**config.mk**
```make
export PLATFORM = sky130hd
export DESIGN_NAME = mon_irq_ctrl
export DESIGN_NICKNAME = d
export VERILOG_FILES = /design/src/rtl/mon_irq_pkg.sv /design/src/rtl/mon_rx_detect.sv /design/src/rtl/mon_irq_regs.sv /design/src/rtl/mon_irq_ctrl.sv
export SDC_FILE = /design/constraint.sdc
export NUM_CORES = 1
export LEC_CHECK = 0
export ABC_AREA = 0
export CAP_MARGIN = 20
export CORE_ASPECT_RATIO = 1.1
export CORE_MARGIN = 4
export CORE_UTILIZATION = 40
export CTS_CLUSTER_SIZE = 10
export DETAILED_ROUTE_END_ITERATION = 12
export DONT_BUFFER_PORTS = 1
export GPL_TIMING_DRIVEN = 0
export SLEW_MARGIN = 0
export SYNTH_ARGS = -nofsm -noshare
export SYNTH_HDL_FRONTEND = slang
export SYNTH_SLANG_ARGS = --single-unit
```
**constraint.sdc**
```tcl
create_clock -name clk_i -period 3.1 [get_ports clk_i]
set_input_delay 0.31 -clock clk_i [delete_from_list [all_inputs] [get_ports clk_i]]
set_output_delay 0.31 -clock clk_i [all_outputs]
set_load 0.02 [all_outputs]
```
**src/rtl/mon_irq_pkg.sv**
```systemverilog
package mon_irq_pkg;
  localparam int REG_W  = 8;
  localparam int CTRL_W = 3;
  // status bit positions
  localparam int ST_RXD = 0;
  localparam int ST_RXE = 1;
  localparam int ST_XAK = 2;
  localparam int ST_XAB = 3;
  localparam int ST_ALT = 4;
  // control bit positions
  localparam int CT_RXEN = 0;
  localparam int CT_MRC  = 1;
  localparam int CT_TXEN = 2;
  // register addresses
  localparam logic [1:0] A_STAT = 2'd0;
  localparam logic [1:0] A_CTRL = 2'd1;
  localparam logic [1:0] A_MASK = 2'd2;
endpackage

```
**src/rtl/mon_rx_detect.sv**
```systemverilog
module mon_rx_detect #(
  parameter int IDLE_FRAMES = 2,
  localparam int CNT_W = $clog2(IDLE_FRAMES + 1)
) (
  input  logic clk_i,
  input  logic rst_ni,
  input  logic strobe_i,
  input  logic mx_i,
  output logic byte_o,
  output logic first_o
);
  logic             prev_q;
  logic [CNT_W-1:0] idle_q;

  assign byte_o  = strobe_i && prev_q && !mx_i;
  assign first_o = byte_o && (int'(idle_q) >= IDLE_FRAMES);

  always_ff @(posedge clk_i or negedge rst_ni) begin
    if (!rst_ni) begin
      prev_q <= 1'b1;
      idle_q <= '0;
    end else if (strobe_i) begin
      prev_q <= mx_i;
      if (!mx_i)                             idle_q <= '0;
      else if (int'(idle_q) < IDLE_FRAMES)   idle_q <= idle_q + 1'b1;
    end
  end

  // a packet start cannot be followed at once by another
  a_r2_no_back_to_back_first: assert property (@(posedge clk_i) disable iff (!rst_ni)
    byte_o |=> !first_o);
endmodule

```
**src/rtl/mon_irq_regs.sv**
```systemverilog
module mon_irq_regs
  import mon_irq_pkg::*;
(
  input  logic              clk_i,
  input  logic              rst_ni,
  input  logic [REG_W-1:0]  set_i,
  input  logic              wr_i,
  input  logic              rd_i,
  input  logic [1:0]        addr_i,
  input  logic [REG_W-1:0]  wdata_i,
  output logic [REG_W-1:0]  rdata_o,
  output logic [CTRL_W-1:0] ctrl_o,
  output logic              irq_o
);
  logic [REG_W-1:0]  stat_q, stat_d, mask_q, mask_d;
  logic [CTRL_W-1:0] ctrl_q;
  logic              irq_q, rd_stat;

  assign rd_stat = rd_i && (addr_i == A_STAT);
  assign mask_d  = (wr_i && addr_i == A_MASK) ? wdata_i : mask_q;

  for (genvar i = 0; i < REG_W; i++) begin : g_stat
    assign stat_d[i] = (rd_stat ? 1'b0 : stat_q[i]) | set_i[i];
    // sticky until read; event in read cycle survives
    a_r6_sticky: assert property (@(posedge clk_i) disable iff (!rst_ni)
      (stat_q[i] && !rd_stat) |=> stat_q[i]);
    a_r6_race: assert property (@(posedge clk_i) disable iff (!rst_ni)
      (rd_stat && set_i[i]) |=> stat_q[i]);
  end

  always_ff @(posedge clk_i or negedge rst_ni) begin
    if (!rst_ni) begin
      stat_q <= '0;
      mask_q <= '0;
      ctrl_q <= '0;
      irq_q  <= 1'b0;
    end else begin
      stat_q <= stat_d;
      mask_q <= mask_d;
      irq_q  <= |(stat_d & ~mask_d);
      if (wr_i && addr_i == A_CTRL) ctrl_q <= wdata_i[CTRL_W-1:0];
    end
  end

  always_comb begin
    unique case (addr_i)
      A_STAT:  rdata_o = stat_q;
      A_CTRL:  rdata_o = {{(REG_W-CTRL_W){1'b0}}, ctrl_q};
      A_MASK:  rdata_o = mask_q;
      default: rdata_o = '0;
    endcase
  end

  assign ctrl_o = ctrl_q;
  assign irq_o  = irq_q;

  // full mask keeps the line low
  a_r8_full_mask: assert property (@(posedge clk_i) disable iff (!rst_ni)
    (mask_q == '1) |-> !irq_o);
  // receive data bit cannot newly rise while receive enable is off
  a_r1_rx_gated: assert property (@(posedge clk_i) disable iff (!rst_ni)
    (!ctrl_q[CT_RXEN] && !stat_q[ST_RXD]) |=> !stat_q[ST_RXD]);
  // transmit bits cannot newly rise while transmit enable is off
  a_r5_tx_gated: assert property (@(posedge clk_i) disable iff (!rst_ni)
    (!ctrl_q[CT_TXEN] && !stat_q[ST_XAK] && !stat_q[ST_XAB])
      |=> !(stat_q[ST_XAK] || stat_q[ST_XAB]));
endmodule

```
**src/rtl/mon_irq_ctrl.sv**
```systemverilog
module mon_irq_ctrl
  import mon_irq_pkg::*;
#(
  parameter int IDLE_FRAMES = 2
) (
  input  logic             clk_i,
  input  logic             rst_ni,
  input  logic             alt_mode_i,
  input  logic             rx_strobe_i,
  input  logic             rx_mx_i,
  input  logic             rx_end_i,
  input  logic             tx_ack_i,
  input  logic             tx_abort_i,
  input  logic             reg_wr_i,
  input  logic             reg_rd_i,
  input  logic [1:0]       reg_addr_i,
  input  logic [REG_W-1:0] reg_wdata_i,
  output logic [REG_W-1:0] reg_rdata_o,
  output logic             irq_o,
  output logic             mr_ctrl_en_o,
  output logic             rx_store_o
);
  logic              byte_ev, first_ev, rx_en, mrc, tx_en;
  logic [CTRL_W-1:0] ctrl;
  logic [REG_W-1:0]  set;

  mon_rx_detect #(.IDLE_FRAMES(IDLE_FRAMES)) u_detect (
    .clk_i    (clk_i),
    .rst_ni   (rst_ni),
    .strobe_i (rx_strobe_i),
    .mx_i     (rx_mx_i),
    .byte_o   (byte_ev),
    .first_o  (first_ev)
  );

  assign rx_en = ctrl[CT_RXEN] && !alt_mode_i;
  assign mrc   = ctrl[CT_MRC]  && !alt_mode_i;
  assign tx_en = ctrl[CT_TXEN];

  always_comb begin
    set         = '0;
    set[ST_RXD] = rx_en && byte_ev && (mrc || first_ev);
    set[ST_RXE] = rx_en && rx_end_i;
    set[ST_XAK] = tx_en && tx_ack_i;
    set[ST_XAB] = tx_en && tx_abort_i;
    set[ST_ALT] = alt_mode_i && byte_ev;
  end

  assign mr_ctrl_en_o = mrc;
  assign rx_store_o   = rx_en && mrc && byte_ev;

  mon_irq_regs u_regs (
    .clk_i   (clk_i),
    .rst_ni  (rst_ni),
    .set_i   (set),
    .wr_i    (reg_wr_i),
    .rd_i    (reg_rd_i),
    .addr_i  (reg_addr_i),
    .wdata_i (reg_wdata_i),
    .rdata_o (reg_rdata_o),
    .ctrl_o  (ctrl),
    .irq_o   (irq_o)
  );

  // handshake permission never granted in alternate mode
  a_r4_mr_alt: assert property (@(posedge clk_i) disable iff (!rst_ni)
    mr_ctrl_en_o |-> !alt_mode_i);
  // storing a byte only happens on a falling MX strobe
  a_r3_store_on_byte: assert property (@(posedge clk_i) disable iff (!rst_ni)
    rx_store_o |-> (rx_strobe_i && !rx_mx_i));
endmodule

```
# --- Yosys cells after proc, flatten, opt, wreduce, memory -nomap -nowiden ---
# Cells that the tools add are included.
op_classes:
  addsub: 1
  order_cmp: 2
  n_eq_ne: 3
  n_mux: 12
  bitwise_logic: 7
  n_reduce_logical: 22
ops:
  columns: ["cell", "count"]
  rows:
  - ["8-bit case mux with 3 select lines", 1]
  - ["1-bit logical AND", 16]
  - ["8-bit AND", 1]
  - ["1-bit 2-to-1 mux", 8]
  - ["8-bit 2-to-1 mux", 1]
  - ["8-bit inverter", 1]
  - ["8-bit OR reduction", 1]
  - ["1-bit bitwise OR", 5]
  - ["2-bit 2-to-1 mux", 2]
  - ["2-bit by 1-bit adder with 2-bit output, second input constant", 1]
  - ["2-bit by 1-bit equality test with 1-bit output, second input constant", 1]
  - ["2-bit equality test, second input constant", 1]
  - ["2-bit greater-or-equal comparator, second input constant", 1]
  - ["1-bit logical NOT", 2]
  - ["2-bit logical NOT", 1]
  - ["2-bit < comparator, second input constant", 1]
  - ["2-bit by 1-bit inequality test with 1-bit output, second input constant", 1]
  - ["2-bit AND reduction", 1]
  - ["1-bit logical OR", 1]
totals:
  regBits: 23
  in_bits: 20
  out_inout_bits: 11
  wordCells: 53

# --- Longest topological paths before layout ---
logic_depth:
  word_depth: 8
  ltp_mapped: 6
  ltp_nobuf: 6

# --- Cells and area by module ---
# A second synthesis with hierarchy kept.
hier_totals:
  cells_unflattened: 101
  hier_area_um2: 1153.6
modules_own_cells:
  columns: ["mod", "instances", "cells_each", "area_per_inst_um2", "seq_area_each_um2"]
  rows:
  - ["mon_irq_regs", 1, 78, 927.1, 500.5]
  - ["mon_rx_detect", 1, 14, 162.7, 76.3]
  - ["mon_irq_ctrl", 1, 9, 63.8, 0.0]

# --- Least setup slack after synthesis ---
# Ideal clock, no wire load.
synth_timing:
  kind: "flip-flop to output port"
  start: "register u_detect.prev_q"
  end: "output port rx_store_o"
  arrival_time_ns: 1.265
  required_time_ns: 2.790
  slack_ns: 1.525
  path_stages_with_launch: 3
  n_path_buf: 0
  cell_sequence: "dfstp_2 nand3b_1 nor4_1"
synth_via:
  elab_chain_len: 3
synth_rtl:
  columns: ["item", "line_no", "source"]
  rows:
  - ["start: declaration", "mon_rx_detect.sv:12", "logic prev_q;"]
  - ["start signal: assignment", "mon_rx_detect.sv:23", "prev_q <= mx_i;"]
  - ["1-bit logical AND (2 in series)", "mon_rx_detect.sv:15", "assign byte_o = strobe_i && prev_q && !mx_i;"]
  - ["1-bit logical AND", "mon_irq_ctrl.sv:50", "assign rx_store_o = rx_en && mrc && byte_ev;"]
  - ["end: declaration", "mon_irq_ctrl.sv:21", "output logic rx_store_o"]
# No other way between the ends.

# --- Final worst setup path ---
# Ends and elaborated chain as after synthesis.

==> impl_metrics.py <==
metrics = {
    "final_layout": {
        "register_area_um2": 577,
        "final_cell_area_mm2": 0.00121,
        "drive_above_1_share_pct": 13.1,
        "nets": 129,
        "antenna_cells": 0,
        "fin_cells": 138,
        "multiInputGateArea_um2": 488,
        "fin_util_pct": 46.8,
        "fillers": 245,
        "area_delta_synth_final_pct": 8.03,
    },
    "synthesis": {
        "synth_commonest_cells": "dfrtp_1, inv_1, mux2i_1",
        "yosys.area_share.simple_pct": 12.3,
        "synth_cells": 101,
        "yosys-top-cells-area": "dfrtp_1, mux2i_1, inv_1, mux2_2, nor2_1",
        "synthFlopType": "dfrtp_1",
        "yosysSeqAreaShare_pct": 51.4,
        "synthAdderAreaFrac_pct": 1.11,
        "synth_top_family_by_area": "multiplexers",
        "synth_cell_types": 32,
        "synth_compound_area_share_pct": 11.7,
        "synth_edf_count": 0,
        "syn_nets": 122,
        "syn_avg_cell_area_um2": 11.1,
        "synth_top_area_share_pct": 49.1,
        "yosysMostFrequentCell": "dfrtp_1",
        "synth_area_mm2": 0.00112,
        "yosysTopAreaCell": "dfrtp_1",
        "yosysWarnings": 0,
        "async_flop_share_pct": 100,
        "ys_ff_latch": 23,
        "synth_mux_area_share_pct": 18.4,
        "synthXorXnorAreaFrac_pct": 0,
    },
    "global_route": {
        "antenna_found_initial": 0,
        "grt_pass1_wl_um": 3940,
        "grt.overflow.total": 0,
        "grt_pass1_vias": 857,
        "grt_use_total_pct": 13.6,
        "grt_start_max_net_pins": 24,
    },
    "worst_setup_path": {
        "critPathKind": "flop to output pin",
        "reg2reg_from": "u_detect.prev_q",
        "r2r-end": "u_regs.irq_o",
        "crit_path_start_kind": "flop",
        "required_ns": 2.79,
        "r2r_cells": 4,
        "critPathArrivalTime_ns": 1.68,
        "crit_end": "rx_store_o",
        "critPathLaunch": "u_detect.prev_q",
        "cp-end-kind": "output pin",
        "path_max_fanout": 3,
        "rrSetupSlack_ns": 1.52,
    },
    "die": {
        "die_h_um": 63.6,
        "dieArea_mm2": 0.00372,
        "die_x_um": 58.5,
        "start_util_pct": 43.3,
        "ioPinCount": 31,
        "num_rows": 19,
        "fp.coreArea_mm2": 0.00259,
    },
    "clock_tree": {
        "post_cts_buffers": 0,
        "cts_made_buffers": 3,
        "cts.sinks": 23,
        "clock_latency_ns": 0.30,
        "clk_pin_slew_ns": 0.12,
        "root_buffer": "clkbuf_4",
        "cts.path.max_buffers": 2,
        "htree_num_levels": 1,
        "tritoncts": "done",
    },
    "drt": {
        "drtPass1Iterations": 5,
        "antenna_left": 0,
        "viasPerCell": 5.62,
        "drc": 0,
        "wirelength_um": 2360,
        "wl_per_cell_um": 17.1,
        "num_vias": 775,
        "drt_iter0_markers": 47,
    },
    "timing": {
        "tns_ns": 0,
        "finalCritPeriodShare_pct": 64.3,
        "period_needed_ns": 1.99,
        "fin_skew_ns": 0.000971,
        "rsz0062_at_grt": "false",
        "slew_viol_final": 0,
        "timing.fmax_mhz": 502,
        "relSlewSlack_pct": 39.8,
        "hold_viol": 0,
        "setup_viol": 0,
        "tightest_slew_ns": 0.894,
    },
    "power_and_ir_drop": {
        "power_leakage_nw": 0.583,
        "ir_worst_vdd_mv": 0.300,
        "power_density_mw_per_mm2": 593,
    },
    "place": {
        "portBuffers": 0,
        "placed_cell_area_mm2": 0.00116,
        "hpwlAfterDp_um": 1780,
        "place_inst": 132,
        "gp_congestion": 0.798,
    },
    "hold_path": {
        "hp-start": "rx_strobe_i",
        "hp-class": "primary input to flop",
    },
    "flow_run": {
        "cap_viol_max_count": 0,
    },
    "run_status": {
        "outcome": "completed",
    },
}
what timing repair did:
item	4_1_cts	5_1_grt
hold endpoints to repair	23	0
resized for setup	0	0
hold buffers	1	0
flip-flops by register name (all words and copies together) (netlist names):
name,count
u_regs.stat_q,8
u_regs.irq_o,1
u_detect.prev_q,1
u_detect.idle_q,2
u_regs.mask_q,8
u_regs.ctrl_o,3
where the power goes:
group | switching [mW] | internal, mW | total [mW]
logic | 0.102 | 0.0810 | 0.183
registers | 0.0450 | 0.358 | 0.403
clock network | 0.0833 | 0.0500 | 0.133
total | 0.230 | 0.489 | 0.719
layout by cell type, fill, tap and decap left out, types with 2 or more instances in the layout:
cell type and n:
a22o_1 2, a21oi_1 3, nor3b_1 2, mux2_4 2
inv_1 12, and2_1 2, nand2_1 5, clkbuf_4 3
mux2i_1 12, buf_1 2, nor2_1 9, mux2_2 4
dfrtp_1 22, nand3b_1 3, o21ai_1 3
through the flow:
step,power [mW],hold WS [ns],setup WS [ns]
3_3_place_gp,0.577,0.0154,1.44
2_1_floorplan,0.547,0.0144,1.52
3_5_place_dp,0.586,0.0154,1.43
6_report,0.719,0.0855,1.11
4_1_cts,0.727,0.0715,1.07
5_1_grt,0.768,0.0679,1.01
worst max-delay path: stages, from the launching register on:
cell and delay [ns]:
dfstp_2 0.54, nand3b_1 0.14, nor4_1 0.71
routing by layer:
metal,wire (µm),GRT usage [%]
met2,1090,20.8
met5,0,0
met3,181,3.47
met4,10,3.48
met1,1080,19.0
final cells by class:
class	count	area share, %
timing repair buffer	2	2.06
buffer	3	1.03
multi-input combinational	63	40.2
sequential	23	47.6
inverter	12	3.72
clock buffer	4	2.17
tap	31	3.20
cell families (layout without fill, tap and decap cells):
kind of cell	after synthesis	after routing
flip-flops	23	23
multiplexers	19	19
AND/OR/NAND/NOR	26	26
buffers and inverters	15	21
adder cells (fa/ha/maj)	1	1
AO/OA/AOI/OAI	17	17
worst min-delay path by stage:
stage | endpoint | cells after the start | slack, ns
after floorplan | u_detect.idle_q[0] | 0 | 0.01
after CTS | u_detect.idle_q[1] | 1 | 0.07
after global placement | u_regs.ctrl_o[2] | 0 | 0.02
after global routing | u_detect.idle_q[1] | 1 | 0.07
after detailed placement | u_regs.ctrl_o[2] | 0 | 0.02
final | u_detect.idle_q[1] | 1 | 0.09
No activity file was read; power rests on OpenSTA's default activity.
